==> config.mk <==
export PLATFORM = sky130hd
export DESIGN_NAME = pinlock_gate
export DESIGN_NICKNAME = d
export VERILOG_FILES = /design/src/rtl/pinlock_pkg.sv /design/src/rtl/pinlock_decode.sv /design/src/rtl/pinlock_arm.sv /design/src/rtl/pinlock_store.sv /design/src/rtl/pinlock_readback.sv /design/src/rtl/pinlock_gate.sv
export SDC_FILE = /design/constraint.sdc
export NUM_CORES = 1
export LEC_CHECK = 0
export ABC_AREA = 1
export BUFFER_PORTS_ARGS = -buffer_cell sky130_fd_sc_hd__clkbuf_2
export CORE_ASPECT_RATIO = 0.5
export CORE_MARGIN = 1.5
export CORE_UTILIZATION = 52
export DETAILED_ROUTE_END_ITERATION = 10
export GPL_ROUTABILITY_DRIVEN = 0
export PLACE_DENSITY = 0.87
export SETUP_SLACK_MARGIN = 0.5
export SLEW_MARGIN = 20
export SYNTH_ARGS = -nofsm -noshare
export SYNTH_HDL_FRONTEND = slang
export SYNTH_SLANG_ARGS = --single-unit
==> constraint.sdc <==
create_clock -name clk -period 2.05 [get_ports clk]
set_input_delay 0 -clock clk [delete_from_list [all_inputs] [get_ports clk]]
set_output_delay 0 -clock clk [all_outputs]
set_load 0.03 [all_outputs]
==> src/rtl/pinlock_pkg.sv <==
// Shared definitions for the pin write-lock block.
// Assumes a byte-addressed register bus with 32-bit words.
package pinlock_pkg;

    // Password that arms a single lock word update
    localparam logic [31:0] PL_DEFAULT_KEY = 32'h00A5A501;

    // Kind of register an address selects
    typedef enum logic [1:0] {
        ACC_OTHER = 2'd0,
        ACC_KEY   = 2'd1,
        ACC_LOCK  = 2'd2
    } acc_kind_e;

endpackage

==> src/rtl/pinlock_decode.sv <==
// Address decoder: classifies a bus address as key, lock word or other,
// and yields the bank index for lock words.
// Assumes lock words are word aligned at LOCK_BASE + 4*bank and that the
// key address lies outside the lock window.
module pinlock_decode #(
    parameter int          ADDR_W    = 12,
    parameter int          NUM_BANKS = 4,
    parameter int          BANK_W    = 2,
    parameter logic [11:0] KEY_ADDR  = 12'h520,
    parameter logic [11:0] LOCK_BASE = 12'h500
) (
    input  logic [ADDR_W-1:0]      addr,
    output pinlock_pkg::acc_kind_e kind,
    output logic [BANK_W-1:0]      bank
);
    import pinlock_pkg::*;

    // Compare against every lock word address and the key address
    always_comb begin
        kind = ACC_OTHER;
        bank = '0;
        for (int b = 0; b < NUM_BANKS; b++) begin
            if (addr == ADDR_W'(LOCK_BASE + 4 * b)) begin
                kind = ACC_LOCK;
                bank = BANK_W'(b);
            end
        end
        if (addr == ADDR_W'(KEY_ADDR)) begin
            kind = ACC_KEY;
        end
    end

endmodule

==> src/rtl/pinlock_arm.sv <==
// One-shot arming logic. A correct key write sets the arm. Every other write
// clears it, including a lock write, which it allows to commit if armed.
// Assumes at most one write per clock.
module pinlock_arm #(
    parameter int                DATA_W   = 32,
    parameter logic [DATA_W-1:0] PASSWORD = '0
) (
    input  logic                   clk,
    input  logic                   rst_n,
    input  logic                   wr,
    input  pinlock_pkg::acc_kind_e kind,
    input  logic [DATA_W-1:0]      wdata,
    output logic                   armed,
    output logic                   commit
);
    import pinlock_pkg::*;

    logic key_ok;

    // Password match on a key write
    always_comb key_ok = (kind == ACC_KEY) && (wdata == PASSWORD);

    // Lock write allowed only while armed
    always_comb commit = wr && (kind == ACC_LOCK) && armed;

    // Arm state: any write reloads it, idle cycles hold it
    always_ff @(posedge clk) begin
        if (!rst_n) begin
            armed <= 1'b0;
        end else if (wr) begin
            armed <= key_ok;
        end
    end

endmodule

==> src/rtl/pinlock_store.sv <==
// Lock word storage, one register per bank, flattened bank-major onto lock_vec.
// Assumes commit is asserted only for an armed lock write.
module pinlock_store #(
    parameter int NUM_BANKS = 4,
    parameter int DATA_W    = 32,
    parameter int BANK_W    = 2,
    localparam int LOCK_W   = NUM_BANKS * DATA_W
) (
    input  logic              clk,
    input  logic              rst_n,
    input  logic              commit,
    input  logic [BANK_W-1:0] sel,
    input  logic [DATA_W-1:0] wdata,
    output logic [LOCK_W-1:0] lock_vec
);
    logic [DATA_W-1:0] word_q [NUM_BANKS];

    for (genvar g = 0; g < NUM_BANKS; g++) begin : g_bank
        // Bank word: locked out of reset, replaced on a committed write
        always_ff @(posedge clk) begin
            if (!rst_n) begin
                word_q[g] <= '1;
            end else if (commit && (sel == BANK_W'(g))) begin
                word_q[g] <= wdata;
            end
        end

        // Expose the word on its slice of the lock vector
        assign lock_vec[g*DATA_W +: DATA_W] = word_q[g];
    end

endmodule

==> src/rtl/pinlock_readback.sv <==
// Registered read port: returns the addressed lock word, or zero for the
// key register and unmapped addresses.
// Assumes lock_vec is bank-major with DATA_W bits per bank.
module pinlock_readback #(
    parameter int NUM_BANKS = 4,
    parameter int DATA_W    = 32,
    parameter int BANK_W    = 2,
    localparam int LOCK_W   = NUM_BANKS * DATA_W
) (
    input  logic                   clk,
    input  logic                   rst_n,
    input  logic                   rd,
    input  pinlock_pkg::acc_kind_e kind,
    input  logic [BANK_W-1:0]      sel,
    input  logic [LOCK_W-1:0]      lock_vec,
    output logic [DATA_W-1:0]      rdata,
    output logic                   rvalid
);
    import pinlock_pkg::*;

    logic [DATA_W-1:0] word_sel;

    // Pick the addressed bank word
    always_comb word_sel = lock_vec[sel*DATA_W +: DATA_W];

    // Register the response one clock after the strobe
    always_ff @(posedge clk) begin
        if (!rst_n) begin
            rvalid <= 1'b0;
            rdata  <= '0;
        end else begin
            rvalid <= rd;
            rdata  <= (rd && kind == ACC_LOCK) ? word_sel : '0;
        end
    end

endmodule

==> src/rtl/pinlock_gate.sv <==
// Top of the password-gated per-pin write lock.
// The neighbouring GPIO controller consumes lock_vec to drop writes to locked
// pins. Assumes one bus access per clock and that bus_wr and bus_rd share bus_addr.
module pinlock_gate #(
    parameter int                NUM_BANKS = 4,
    parameter int                DATA_W    = 32,
    parameter int                ADDR_W    = 12,
    parameter logic [11:0]       KEY_ADDR  = 12'h520,
    parameter logic [11:0]       LOCK_BASE = 12'h500,
    parameter logic [DATA_W-1:0] PASSWORD  = DATA_W'(pinlock_pkg::PL_DEFAULT_KEY),
    localparam int BANK_W = (NUM_BANKS > 1) ? $clog2(NUM_BANKS) : 1,
    localparam int LOCK_W = NUM_BANKS * DATA_W
) (
    input  logic              clk,
    input  logic              rst_n,
    input  logic              bus_wr,
    input  logic              bus_rd,
    input  logic [ADDR_W-1:0] bus_addr,
    input  logic [DATA_W-1:0] bus_wdata,
    output logic [DATA_W-1:0] bus_rdata,
    output logic              bus_rvalid,
    output logic [LOCK_W-1:0] lock_vec
);
    import pinlock_pkg::*;

    acc_kind_e         kind;
    logic [BANK_W-1:0] bank;
    logic              arm_q;
    logic              commit;

    pinlock_decode #(
        .ADDR_W   (ADDR_W),
        .NUM_BANKS(NUM_BANKS),
        .BANK_W   (BANK_W),
        .KEY_ADDR (KEY_ADDR),
        .LOCK_BASE(LOCK_BASE)
    ) u_decode (
        .addr(bus_addr),
        .kind(kind),
        .bank(bank)
    );

    pinlock_arm #(
        .DATA_W  (DATA_W),
        .PASSWORD(PASSWORD)
    ) u_arm (
        .clk   (clk),
        .rst_n (rst_n),
        .wr    (bus_wr),
        .kind  (kind),
        .wdata (bus_wdata),
        .armed (arm_q),
        .commit(commit)
    );

    pinlock_store #(
        .NUM_BANKS(NUM_BANKS),
        .DATA_W   (DATA_W),
        .BANK_W   (BANK_W)
    ) u_store (
        .clk     (clk),
        .rst_n   (rst_n),
        .commit  (commit),
        .sel     (bank),
        .wdata   (bus_wdata),
        .lock_vec(lock_vec)
    );

    pinlock_readback #(
        .NUM_BANKS(NUM_BANKS),
        .DATA_W   (DATA_W),
        .BANK_W   (BANK_W)
    ) u_read (
        .clk     (clk),
        .rst_n   (rst_n),
        .rd      (bus_rd),
        .kind    (kind),
        .sel     (bank),
        .lock_vec(lock_vec),
        .rdata   (bus_rdata),
        .rvalid  (bus_rvalid)
    );

endmodule

* After elaboration in Yosys (flattened, before gate mapping)
Memory sizes are Yosys's and may differ from the RTL's. Index checks and enable logic that the tools add are counted.
Word-level totals: memory bits (writable) 128, memories kept 1, register bits 34, input port bits 48
Operators by class: reduce and logical (&&, ||, !) cells 10, mux-type cells 25, shift-type cells 1, bitwise gates (word level) 4, eq/ne operators 11
Memory list:
- u_store.word_q | words 4, bits a word 32, rd ports 4, clocked after memory_dff 0, write ports 4, line pinlock_store.sv:16 | logic [DATA_W-1:0] word_q [NUM_BANKS];
Operator list (number):
- 2-to-1 mux 32 bit | 4
- variable part select 128 x 8 -> 32 bit | 1
- == test 12 x 11 -> 1 bit (second input constant) | 5
- == test 32 x 24 -> 1 bit (second input constant) | 1
- 2-to-1 mux 1 bit | 14
- 2-to-1 mux 2 bit | 7
- logical AND 1 bit | 8
- == test 2 bit (second input constant) | 3
- == test 2 x 1 -> 1 bit (second input constant) | 2
- OR 1 bit | 4
- zero test 2 bit | 1
- AND reduction 2 bit | 1

* Longest topological paths before layout
word-level depth 14, gate-level depth with buffers 11, depth with buffers taken out 10

* Hierarchy
Synthesis repeated with hierarchy kept, for this count alone.
Second synthesis, totals: cells, all modules 814, area, all modules 7541.0 µm²
By module, submodules not included:
- pinlock_store | area each 4916.0 µm², times used 1, cells each 333
- pinlock_readback | area each 2321.0 µm², times used 1, cells each 413
- pinlock_arm | area each 221.5 µm², times used 1, cells each 51
- pinlock_decode | area each 82.6 µm², times used 1, cells each 17

* Worst setup path after synthesis
Ideal clock, no wire load.
path kind input port to flip-flop, start input bus_addr[7], end memory u_store.word_q[2][0], enable pin, path buffers 0, path slack 0.253 ns, stages 7, data arrival time 1.407 ns, setup time 0.389 ns, data required time 1.661 ns, path through nor2_1 -> nand2_2 -> nor2_4 -> nand3_2 -> inv_2 -> nand3_2 -> nand2_1
RTL lines:
- start, declared | line pinlock_gate.sv:18 | input logic [ADDR_W-1:0] bus_addr,
- end, declared | line pinlock_store.sv:16

==> summary.txt <==
CTS
  – Cts bufs inserted: 17
  – Worst skew pair latency: 410 ps
  – H-tree Lvls: 4
  – Post-CTS Setup Inserts: 0
  – Num Clock Sinks: 162
  – Clock transition at path regs: 60 ps
  – Clock root cell: clkbuf_16
  – CTS tree: yes
  – Longest Clk Path Bufs: 2

Timing
  – Worst Skew: 12.3 ps
  – Post-Route Setup TNS: 0 ps
  – Setup violations, final: 0
  – Final period utilization: 74.5%
  – RSZ-0062 raised after global routing: true
  – Worst Tran Pin Value: 542 ps
  – Max Fclk: 655 MHz
  – Min cycle time layout: 1530 ps
  – Final Hold Violating Endpoints: 0
  – Hold WS: 55.2 ps
  – Max Slew Vio Count: 0
  – Final WS setup: 523 ps
  – Worst slew margin: 63.9%

Synth
  – Seq/Total Area, Yosys: 63.9%
  – #FFs+latches synth: 162
  – Synth area leader: edfxtp_1
  – Number of warnings issued by yosys: 0
  – Post-Synthesis Cells: 755
  – Avg Inst Size Synth: 9.38 um2
  – Cell variety after synth: 20
  – Synth top area cells: edfxtp_1 (54%), nand2_1 (13%), dfxtp_1 (9.6%)
  – Mapped Nets: 803
  – Share of the synthesized area in the top cell type: 54.3%
  – Mapped cell area: 7080 um2

Drt
  – Final WL: 21.4 mm
  – Routed wire per std cell: 18.0 um
  – Wl on met1: 7.97 mm
  – Initial DRC count: 703
  – Via density: 5.47
  – Wire length on met3: 2.50 mm
  – Post-route ant nets: 0
  – Top sig layer: met4
  – Via count: 6521
  – DRC Markers: 0
  – TritonRoute pass-1 iters: 5
  – Met2 Routed Length: 10.5 mm

Outcome
  – Status: complete, no violations

Power
  – VDD IR max: 552 uV
  – Leak Pwr: 4.21 nW
  – P_int: 5.52 mW
  – Switching Share: 25.5%
  – Psw: 1.89 mW
  – Sequential power share: 50.0%
  – Power density over cell area: 791 nW/um2
  – Comb power frac: 9.1%
  – Clock Power Share: 40.9%

Die
  – DIE AREA: 14400 um2
  – Row cnt: 29
  – Starting Density: 54.7%
  – Core box area: 13000 um2
  – Die Width: 168 um
  – Die height: 85.5 um
  – IO Pins: 209

Finish
  – Final net count: 1057
  – Area grow syn2layout: 32.4%
  – Area occupied by multi-input gates: 1990 um2
  – Sequential cell area: 4520 um2
  – N_diodes: 0
  – Share of layout cells above drive strength 1: 29.2%
  – Final Non-Filler Cells: 1192
  – # fillers: 893

Global routing
  – Gr ovfl total: 0
  – Antenna violations before repair: 0
  – Largest net degree at the start of global routing: 48
  – First-pass GRT wire length: 32.7 mm
  – Total Routing Usage GR: 30.2%
  – Number of global-route vias before repair: 6386

Setup path
  – Crit Path Max Fanout: 20
  – CP Capture Type: flip-flop
  – Crit path DAT: 1680 ps
  – CP Launch Type: flip-flop
  – Worst path required time: 2200 ps
  – Crit Path Category: reg2reg

Placement
  – Inst Count DP: 1125
  – Post-DP HPWL: 14.2 mm
  – Port Buffers: 208
  – Pre-CTS setup slack: 338 ps

Hold path
  – Worst hold path type: in2reg

Run
  – Max cap viols: 0
==> flip-flops by register name, summed over array words and instances (netlist names) <==
name / cells
u_arm.armed: 1
u_read.rdata: 32
u_read.rvalid: 1
u_store.word_q: 128
==> placed cells by master, fill, tap and decap left out, types with 3 or more instances in the layout <==
cell           instances
buf_12                 3
buf_4                 23
buf_6                  4
clkbuf_16             17
clkbuf_2             208
clkinvlp_4             4
dfxtp_1               34
dlygate4sd3_1         35
edfxtp_1             128
inv_1                105
inv_6                  4
nand2_1              243
nand2_2                5
nand3_1               65
nand3_2                6
nand4_1               34
nor2_1                70
nor2_2                 6
nor2_4                 7
nor3_1                 6
==> per-layer routing <==
metal,up-vias,global-route usage [%]
met2,477,51.4
met3,60,7.29
met5,-,0
met1,3054,37.6
met4,0,13.3
li1,2930,-
==> cell families after synthesis <==
| group | Yosys count | share of synthesized area (%) |
|---|---|---|
| compound gates | 2 | 0.177 |
| flops | 162 | 63.9 |
| buf+inv | 147 | 8.61 |
| simple gates | 444 | 27.3 |
==> critical path: stages (launching register included) <==
cell and delay (ps):
dfxtp_1 350, nand2_1 120, nor2_4 200, nand3_2 110, nor2_2 150, buf_6 240
nand2_1 90
==> what timing repair did <==
action                     4_1_cts  5_1_grt
hold buffers                    36        0
hold endpoints to repair       130        0
setup endpoints to repair        0       65
gates resized for setup          0       13
==> synth_stat cells, drive strengths merged <==
library cell / instances
nor3: 8
nand2: 248
edfxtp: 128
inv: 107
clkinv: 1
nor2: 83
nand4: 34
a21oi: 1
o211ai: 1
dfxtp: 34
clkbuf: 16
buf: 23
nand3: 71
==> power groups by stage <==
| stage | combinational [mW] | sequential, mW | clock (mW) |
|---|---|---|---|
| 3_5_place_dp | 0.612 | 3.77 | 0 |
| 4_1_cts | 0.668 | 3.70 | 3.03 |
| 5_1_grt | 0.711 | 3.71 | 3.18 |
| 3_3_place_gp | 0.601 | 3.77 | 0 |
| 6_report | 0.675 | 3.70 | 3.03 |
| 2_1_floorplan | 0.151 | 3.97 | 0 |
==> final cells by class <==
| type | instances | area share, % |
|---|---|---|
| Clock inverter | 14 | 1.38 |
| Clock buffer | 18 | 4.58 |
| Timing Repair Buffer | 274 | 18.0 |
| Inverter | 108 | 4.33 |
| Multi-Input combinational cell | 446 | 21.2 |
| Tap cell | 170 | 2.27 |
| Sequential cell | 162 | 48.3 |
==> metrics by stage <==
stage | power, mW | instance area (um2) | utilization [%]
after global placement | 4.37 | 8410 | 64.9
after detailed placement | 4.38 | 8410 | 64.9
after floorplan | 4.12 | 7090 | -
final | 7.41 | 9370 | 72.3
after global routing | 7.61 | 9370 | 72.3
after CTS | 7.40 | 9330 | 72.0
==> worst paths after layout <==
| kind | from | endpoint | slack [ps] | cells after the start |
|---|---|---|---|---|
| setup / recovery | u_arm.armed$_SDFFE_PN0P_ | u_store.word_q[1][17]$_SDFFCE_PN1P_ | 520 | 6 |
| hold / removal | bus_wdata[12] | u_arm.armed$_SDFFE_PN0P_ | 60 | 6 |
| setup reg to reg | u_arm.armed$_SDFFE_PN0P_ | u_store.word_q[1][17]$_SDFFCE_PN1P_ | 520 | 6 |
| hold reg to reg | u_arm.armed$_SDFFE_PN0P_ | u_arm.armed$_SDFFE_PN0P_ | 510 | 2 |
No activity file was read; power rests on OpenSTA's default activity.
